[src/rtl/wdt_pkg.sv]
package wdt_pkg;
   localparam int          CNT_W    = 6;         // holds up to 32 half-seconds
   localparam logic [12:0] WDT_KEY  = 13'h0A57;
   localparam int          CTRL_OFF = 0;
   localparam int          MODE_OFF = 4;

   // selector -> period in half-second ticks
   function automatic logic [CNT_W-1:0] halves_of(input logic [3:0] sel);
      logic [CNT_W-1:0] s;
      s = CNT_W'(sel);
      if (sel == 4'd0)       return CNT_W'(1);
      else if (sel <= 4'd6)  return CNT_W'(s << 1);
      else if (sel <= 4'd11) return CNT_W'((s << 2) - CNT_W'(12));
      else                   return CNT_W'(32);
   endfunction
endpackage

[src/rtl/wdt_prescaler.sv]
module wdt_prescaler #(
   parameter int DIV = 12_000_000
) (
   input  logic clk,
   input  logic rst_n,
   input  logic clr,
   input  logic run,
   output logic tick
);
   initial assert (DIV >= 1) else $error("wdt_prescaler: DIV must be at least 1");

   generate
      if (DIV == 1) begin : g_bypass
         logic unused_bypass;
         assign unused_bypass = clk ^ rst_n ^ clr;
         assign tick = run;
      end else begin : g_divide
         localparam int          PW   = $clog2(DIV);
         localparam logic [PW-1:0] LAST = PW'(DIV - 1);
         logic [PW-1:0] div_q;

         always_ff @(posedge clk or negedge rst_n) begin
            if (!rst_n)                div_q <= '0;
            else if (clr || !run)      div_q <= '0;
            else if (div_q == LAST)    div_q <= '0;
            else                       div_q <= div_q + 1'b1;
         end

         assign tick = run && (div_q == LAST);
      end
   endgenerate
endmodule

[src/rtl/wdt_countdown.sv]
module wdt_countdown
   import wdt_pkg::*;
(
   input  logic       clk,
   input  logic       rst_n,
   input  logic       arm,
   input  logic       stop,
   input  logic       arm_en,
   input  logic       arm_rst,
   input  logic [3:0] arm_sel,
   input  logic       tick,
   output logic       run,
   output logic       act_rst,
   output logic       expire
);
   logic [CNT_W-1:0] cnt_q, limit_q;
   logic             run_q, rst_q;
   logic             last;

   assign last   = (cnt_q == limit_q - 1'b1);
   assign expire = run_q && tick && last;
   assign run    = run_q;
   assign act_rst = rst_q;

   always_ff @(posedge clk or negedge rst_n) begin
      if (!rst_n) begin
         run_q   <= 1'b0;
         cnt_q   <= '0;
         limit_q <= halves_of(4'd0);
         rst_q   <= 1'b0;
      end else if (stop) begin
         run_q <= 1'b0;
         cnt_q <= '0;
      end else if (arm) begin
         run_q   <= arm_en;
         cnt_q   <= '0;
         limit_q <= halves_of(arm_sel);
         rst_q   <= arm_rst;
      end else if (run_q && tick) begin
         if (last) begin
            run_q <= 1'b0;
            cnt_q <= '0;
         end else begin
            cnt_q <= cnt_q + 1'b1;
         end
      end
   end

   AST_NO_OVERFLOW: assert property (@(posedge clk) disable iff (!rst_n)
      run_q |-> (cnt_q < limit_q)) else $error("count passed limit");
   AST_STOP_CLEARS: assert property (@(posedge clk) disable iff (!rst_n)
      stop |=> (!run_q && cnt_q == '0)) else $error("stop did not clear");
   AST_HALT_AFTER_EXPIRE: assert property (@(posedge clk) disable iff (!rst_n)
      (expire && !arm && !stop) |=> !run_q) else $error("still running after expiry");
   AST_PENDING_MODE: assert property (@(posedge clk) disable iff (!rst_n)
      (!arm && !stop) |=> ($stable(limit_q) && $stable(rst_q))) else $error("period changed without arming");
endmodule

[src/rtl/wdt_pulse.sv]
module wdt_pulse #(
   parameter int CYC = 64
) (
   input  logic clk,
   input  logic rst_n,
   input  logic load,
   output logic pulse
);
   initial assert (CYC >= 1) else $error("wdt_pulse: CYC must be at least 1");

   localparam int PW = $clog2(CYC + 1);
   logic [PW-1:0] left_q;

   always_ff @(posedge clk or negedge rst_n) begin
      if (!rst_n)              left_q <= '0;
      else if (load)           left_q <= PW'(CYC);
      else if (left_q != '0)   left_q <= left_q - 1'b1;
   end

   assign pulse = (left_q != '0);

   AST_PULSE_BOUND: assert property (@(posedge clk) disable iff (!rst_n)
      (pulse && !load && $past(pulse)) |-> (left_q < PW'(CYC))) else $error("pulse overran");
endmodule

[src/rtl/keyed_wdt.sv]
module keyed_wdt
   import wdt_pkg::*;
#(
   parameter int ADDR_W     = 8,
   parameter int TICK_DIV   = 12_000_000,
   parameter int RST_CYCLES = 64
) (
   input  logic              clk,
   input  logic              rst_n,
   input  logic              bus_we,
   input  logic              bus_re,
   input  logic [ADDR_W-1:0] bus_addr,
   input  logic [31:0]       bus_wdata,
   output logic [31:0]       bus_rdata,
   output logic              sys_rst_o,
   output logic              irq_o
);
   initial assert (ADDR_W >= 3) else $error("keyed_wdt: ADDR_W too small for mode offset");

   // stored mode word
   logic       en_q, rsten_q, flag_q;
   logic [3:0] sel_q;

   logic ctrl_hit, mode_hit, key_ok, arm, stop;
   logic arm_en, arm_rst;
   logic [3:0] arm_sel;
   logic tick, run_w, act_rst_w, expire_w;
   logic wdata_unused;

   assign wdata_unused = ^{bus_wdata[31:14], bus_wdata[2]};

   assign ctrl_hit = bus_we && (bus_addr == ADDR_W'(CTRL_OFF));
   assign mode_hit = bus_we && (bus_addr == ADDR_W'(MODE_OFF));
   assign key_ok   = ctrl_hit && bus_wdata[0] && (bus_wdata[13:1] == WDT_KEY);

   // 0->1 enable arms straight from the written word
   assign arm     = key_ok || (mode_hit && bus_wdata[0] && !en_q);
   assign stop    = mode_hit && !bus_wdata[0];
   assign arm_en  = mode_hit ? bus_wdata[0]   : en_q;
   assign arm_rst = mode_hit ? bus_wdata[1]   : rsten_q;
   assign arm_sel = mode_hit ? bus_wdata[6:3] : sel_q;

   always_ff @(posedge clk or negedge rst_n) begin
      if (!rst_n) begin
         en_q    <= 1'b0;
         rsten_q <= 1'b0;
         sel_q   <= '0;
      end else if (mode_hit) begin
         en_q    <= bus_wdata[0];
         rsten_q <= bus_wdata[1];
         sel_q   <= bus_wdata[6:3];
      end
   end

   always_ff @(posedge clk or negedge rst_n) begin
      if (!rst_n)                      flag_q <= 1'b0;
      else if (key_ok)                 flag_q <= 1'b0;
      else if (expire_w && !act_rst_w) flag_q <= 1'b1;
   end

   wdt_prescaler #(.DIV(TICK_DIV)) u_presc (
      .clk(clk), .rst_n(rst_n), .clr(arm || stop), .run(run_w), .tick(tick)
   );

   wdt_countdown u_count (
      .clk(clk), .rst_n(rst_n), .arm(arm), .stop(stop),
      .arm_en(arm_en), .arm_rst(arm_rst), .arm_sel(arm_sel), .tick(tick),
      .run(run_w), .act_rst(act_rst_w), .expire(expire_w)
   );

   wdt_pulse #(.CYC(RST_CYCLES)) u_pulse (
      .clk(clk), .rst_n(rst_n), .load(expire_w && act_rst_w), .pulse(sys_rst_o)
   );

   assign irq_o = flag_q;

   always_comb begin
      bus_rdata = '0;
      if (bus_re && bus_addr == ADDR_W'(MODE_OFF))
         bus_rdata = {25'd0, sel_q, flag_q, rsten_q, en_q};
   end

   AST_FLAG_STICKY: assert property (@(posedge clk) disable iff (!rst_n)
      (irq_o && !key_ok) |=> irq_o) else $error("flag dropped without restart");
   AST_PULSE_SOURCE: assert property (@(posedge clk) disable iff (!rst_n)
      $rose(sys_rst_o) |-> $past(expire_w && act_rst_w)) else $error("reset pulse without expiry");
   AST_BAD_KEY_IGNORED: assert property (@(posedge clk) disable iff (!rst_n)
      (ctrl_hit && !key_ok && !expire_w) |=> $stable(run_w)) else $error("bad key changed countdown");
endmodule

[config.mk]
export PLATFORM = sky130hd
export DESIGN_NAME = keyed_wdt
export DESIGN_NICKNAME = d
export VERILOG_FILES = /design/src/rtl/wdt_pkg.sv /design/src/rtl/wdt_prescaler.sv /design/src/rtl/wdt_countdown.sv /design/src/rtl/wdt_pulse.sv /design/src/rtl/keyed_wdt.sv
export SDC_FILE = /design/constraint.sdc
export NUM_CORES = 1
export LEC_CHECK = 0
export BUFFER_PORTS_ARGS = -buffer_cell sky130_fd_sc_hd__clkbuf_2
export CAP_MARGIN = 20
export CORE_MARGIN = 2
export CORE_UTILIZATION = 30
export CTS_CLUSTER_DIAMETER = 30
export CTS_CLUSTER_SIZE = 28
export DETAILED_ROUTE_END_ITERATION = 7
export PLACE_DENSITY = 0.55
export REMOVE_ABC_BUFFERS = 1
export SLEW_MARGIN = 5
export SYNTH_ARGS = -nofsm -noshare
export SYNTH_HDL_FRONTEND = slang
export SYNTH_HIERARCHICAL = 1
export SYNTH_SLANG_ARGS = --single-unit
[constraint.sdc]
create_clock -name clk -period 4.3 [get_ports clk]
set_input_delay 0.43 -clock clk [delete_from_list [all_inputs] [get_ports clk]]
set_output_delay 0.43 -clock clk [all_outputs]
set_load 0.01 [all_outputs]
==> metrics.txt <==
power per cell area=between 200 and 300 mW/mm^2; Post-synth top flop=dfrtp_1; drt pass-1 iters=4; Hold Path Class=input pin to asynchronous set/reset pin; Compound-Gate Fraction of Synth Area=0.1084; crit path launch type=flop; actual slew at the worst max-slew pin=0.6648 ns; Layout Cells excl Fill=519; Post-CTS Resized=0; Comb pwr share=0.150; row cnt=38; Setup crit start=u_presc/g_divide.div_q[13]; CTS Hold Bufs=0; Yosys Warn Count=6; Slew HR=0.5568; Psw=0.2892 mW; first-pass GRT wire length=10780 microns; fin crit share=0.6491; count of buffers from port buffering=34; Die ar.=0.01170 sq mm; crit path DAT=2.98 ns; CP Cell Sequence=nor4b_1 -> nand4_2 -> nor3_1 -> nand2_1 -> nor3_4 -> and2_1 -> inv_1 -> o211ai_1 -> o31ai_1; post-layout util=0.3349; root buf cell=clkbuf_8; RSZ-0062 raised after global routing=false; part of the power in the clock network=0.277; total grt overflow=0; maximum VDD drop=roughly 0.12 mV; hold slack=between 0.2 and 0.25 ns; final hold viol count=0; post-route cell area=0.003582 sq mm; critical path's slowest cell=dfrtp_1; largest family of logic cells by synthesized area=simple AND/OR/NAND/NOR gates; Tmin final=2.791 ns; DRC=0; Tot GR Track Use=0.1119; Routed Antenna Nets=0; Max clock buf depth=2; Clk Latency, worst-skew pair=0.31 ns; drt initial violations=99; final setup TNS=0 ns; Via Count=around 2.5k; Placed Area=0.003497 sq mm; number of synthesized register bits=52; postcts setup bufs=0; number of diodes=0; fill cell count=between 1k and 1.5k; FMAX=358.3 MHz; Pleak=1.624 nW; post-synthesis mux area share=0.02653; DP Cell Count=511; ranking of synthesized cells by area=dfrtp_1 39%, buf_4 6.0%, nand2_1 3.3%; R2R cell count=9; Ports=78; asr flop ratio synth=1.000; initial antenna violation count=0; Final GP Congestion=0.7860; post-synth top area cell=dfrtp_1; CTS sink count=52; clock transition at the registers of the reported paths=0.09 ns; Starting Density=0.3042; fin. max-slew vios=0; library cells used by synthesis=63; clock skew=0.009544 ns; worst path buffer plus inverter count=1; TritonCTS Buffers=5; Sw Share=0.2888; Core ar.=~0.011 sq mm; DP Wirelength=4576 microns; WP depth=9; adder-cell share of the synthesized area=0.02691; Max Cap Viol=0; vias in the first global route=between 2k and 2.5k; WS Path Type=flop to flop; Post-Synth Simple-Gate Area=0.3030; synthesized cell area=0.003254 sq mm; fin nets=429; count of final setup violators=0; Via density=between 4 and 5; internal power=0.7119 mW; Synth top area share=0.3922; TritonCTS clock tree=yes; worst r2r src=u_presc/g_divide.div_q[13]; CTS H-tree depth=2; Critical Path Max Stage Delay=0.43 ns; post-synthesis sequential area ratio=0.4002; CP endpoint kind=flop; Max FO, Critical Path=9; share of post-route cells with drive strength above 1=0.1979; largest net degree at the start of global routing=53; Post-Route WL=6245 microns; Area growth syn-to-layout=10.07%; EDFF count, synth=0; part of the power in registers=0.573; Routed WL per cell=about 12 microns; Horiz. Die Dim=108.2 microns; Top delay family on crit path=simple AND/OR/NAND/NOR gates; Req. time, crit path=4.49 ns; Die Y=between 100 and 150 microns; Post-Synth XOR/XNOR Area=0.05383; run status=complete, no violations; synthesized area per cell=9.572 sq um; Post-Synthesis Cells=340
==> per-stage QoR <==
stage	setup WS, ns	power [mW]
detailed placement	1.560	0.7348
global placement	1.581	0.7302
finish	1.509	1.001
CTS	1.534	1.018
floorplan	1.975	0.6832
global route	1.292	1.067
==> logic make-up (layout without fill, tap and decap cells) <==
logic type                 count (synthesis)  count (layout)
and+or+nand+nor                          155             155
AOI/OAI and AO/OA                         55              55
DFF                                       52              52
buffers and inverters                     43              58
xor gates and xnor gates                  20              20
adders and majority gates                  7               7
muxes                                      7               7
other                                      1              25
==> flip-flops by register name, summed over array words and instances (netlist names) <==
register / cells
u_presc/g_divide.div_q: 24
u_pulse/left_q: 7
u_count/cnt_q: 6
u_count/limit_q: 6
sel_q: 4
en_q: 1
irq_o: 1
rsten_q: 1
u_count/act_rst: 1
u_count/run: 1
==> cell type report <==
| type | count | area (sq um) | area share |
|---|---|---|---|
| inverter | 14 | 52.55 | 0.01467 |
| clock inverter | 1 | 8.758 | 0.002445 |
| multi-input combinational | 269 | 1782 | 0.4974 |
| timing repair buffer | 36 | 185.2 | 0.05169 |
| clock buffer | 7 | 76.32 | 0.02131 |
| tap | 140 | 175.2 | 0.04890 |
| sequential | 52 | 1303 | 0.3636 |
==> worst reg2reg max path, stage by stage, from the launching register on <==
cell      delay, ns
dfrtp_1        0.43
nor4b_1        0.42
nand4_2        0.28
nor3_1         0.30
nand2_1        0.20
nor3_4         0.31
and2_1         0.40
inv_1          0.13
o211ai_1       0.10
o31ai_1        0.10
==> final timing paths <==
path                                               to  slack (ns)
min reg2reg                           u_count/act_rst        0.51
max in group asynchronous   u_presc/g_divide.div_q[4]        3.62
max                                 u_pulse/left_q[5]        1.51
max reg2reg                         u_pulse/left_q[5]        1.51
min                        u_presc/g_divide.div_q[21]        0.24
min in group clk                              rsten_q        0.39
==> layer usage <==
| metal | vias up | track usage | part of all wire |
|---|---|---|---|
| met2 | 53 | 0.1851 | 0.47 |
| met5 | - | 0 | 0 |
| met3 | 5 | 0.02049 | 0.040 |
| met4 | 0 | 0.02930 | 0.0088 |
| met1 | 1186 | 0.1511 | 0.48 |
| li1 | 1245 | - | - |
==> cells in the mapped netlist (all sizes together), types with 2 or more instances <==
library cell	number
dfrtp	51
nand2	30
nor2	28
buf	27
o21ai	17
a21oi	16
inv	14
and2	12
xnor2	12
nand3	11
nand4	11
or3	10
xor2	8
and3	7
ha	7
mux2	7
nor4	7
o31ai	7
nor2b	6
nor3	6
nand2b	5
and4	4
nor4b	4
or4	4
a31oi	3
nor4bb	3
a31o	2
and4b	2
clkbuf	2
o22ai	2
==> cell usage in the layout (no fill, tap or decap), drive strengths merged, types with 3 or more instances in the layout <==
master  synthesis  final
dfrtp          51     51
clkbuf          2     41
nand2          30     30
nor2           28     28
conb            1     25
o21ai          17     17
a21oi          16     16
inv            14     14
xnor2          12     12
and2           12     12
nand3          11     11
nand4          11     11
or3            10     10
xor2            8      8
o31ai           7      7
ha              7      7
mux2            7      7
nor4            7      7
and3            7      7
nor2b           6      6
nor3            6      6
nand2b          5      5
and4            4      4
nor4b           4      4
or4             4      4
nor4bb          3      3
a31oi           3      3
==> power by group through the flow <==
| stage | logic (mW) | registers (mW) | clock network [mW] |
|---|---|---|---|
| final | 0.150 | 0.574 | 0.277 |
| after detailed placement | 0.152 | 0.583 | 0 |
| after CTS | 0.153 | 0.573 | 0.292 |
| after global routing | 0.177 | 0.582 | 0.309 |
| after global placement | 0.148 | 0.582 | 0 |
| after floorplan | 0.111 | 0.572 | 0 |
(Power assumes the default switching activity.)
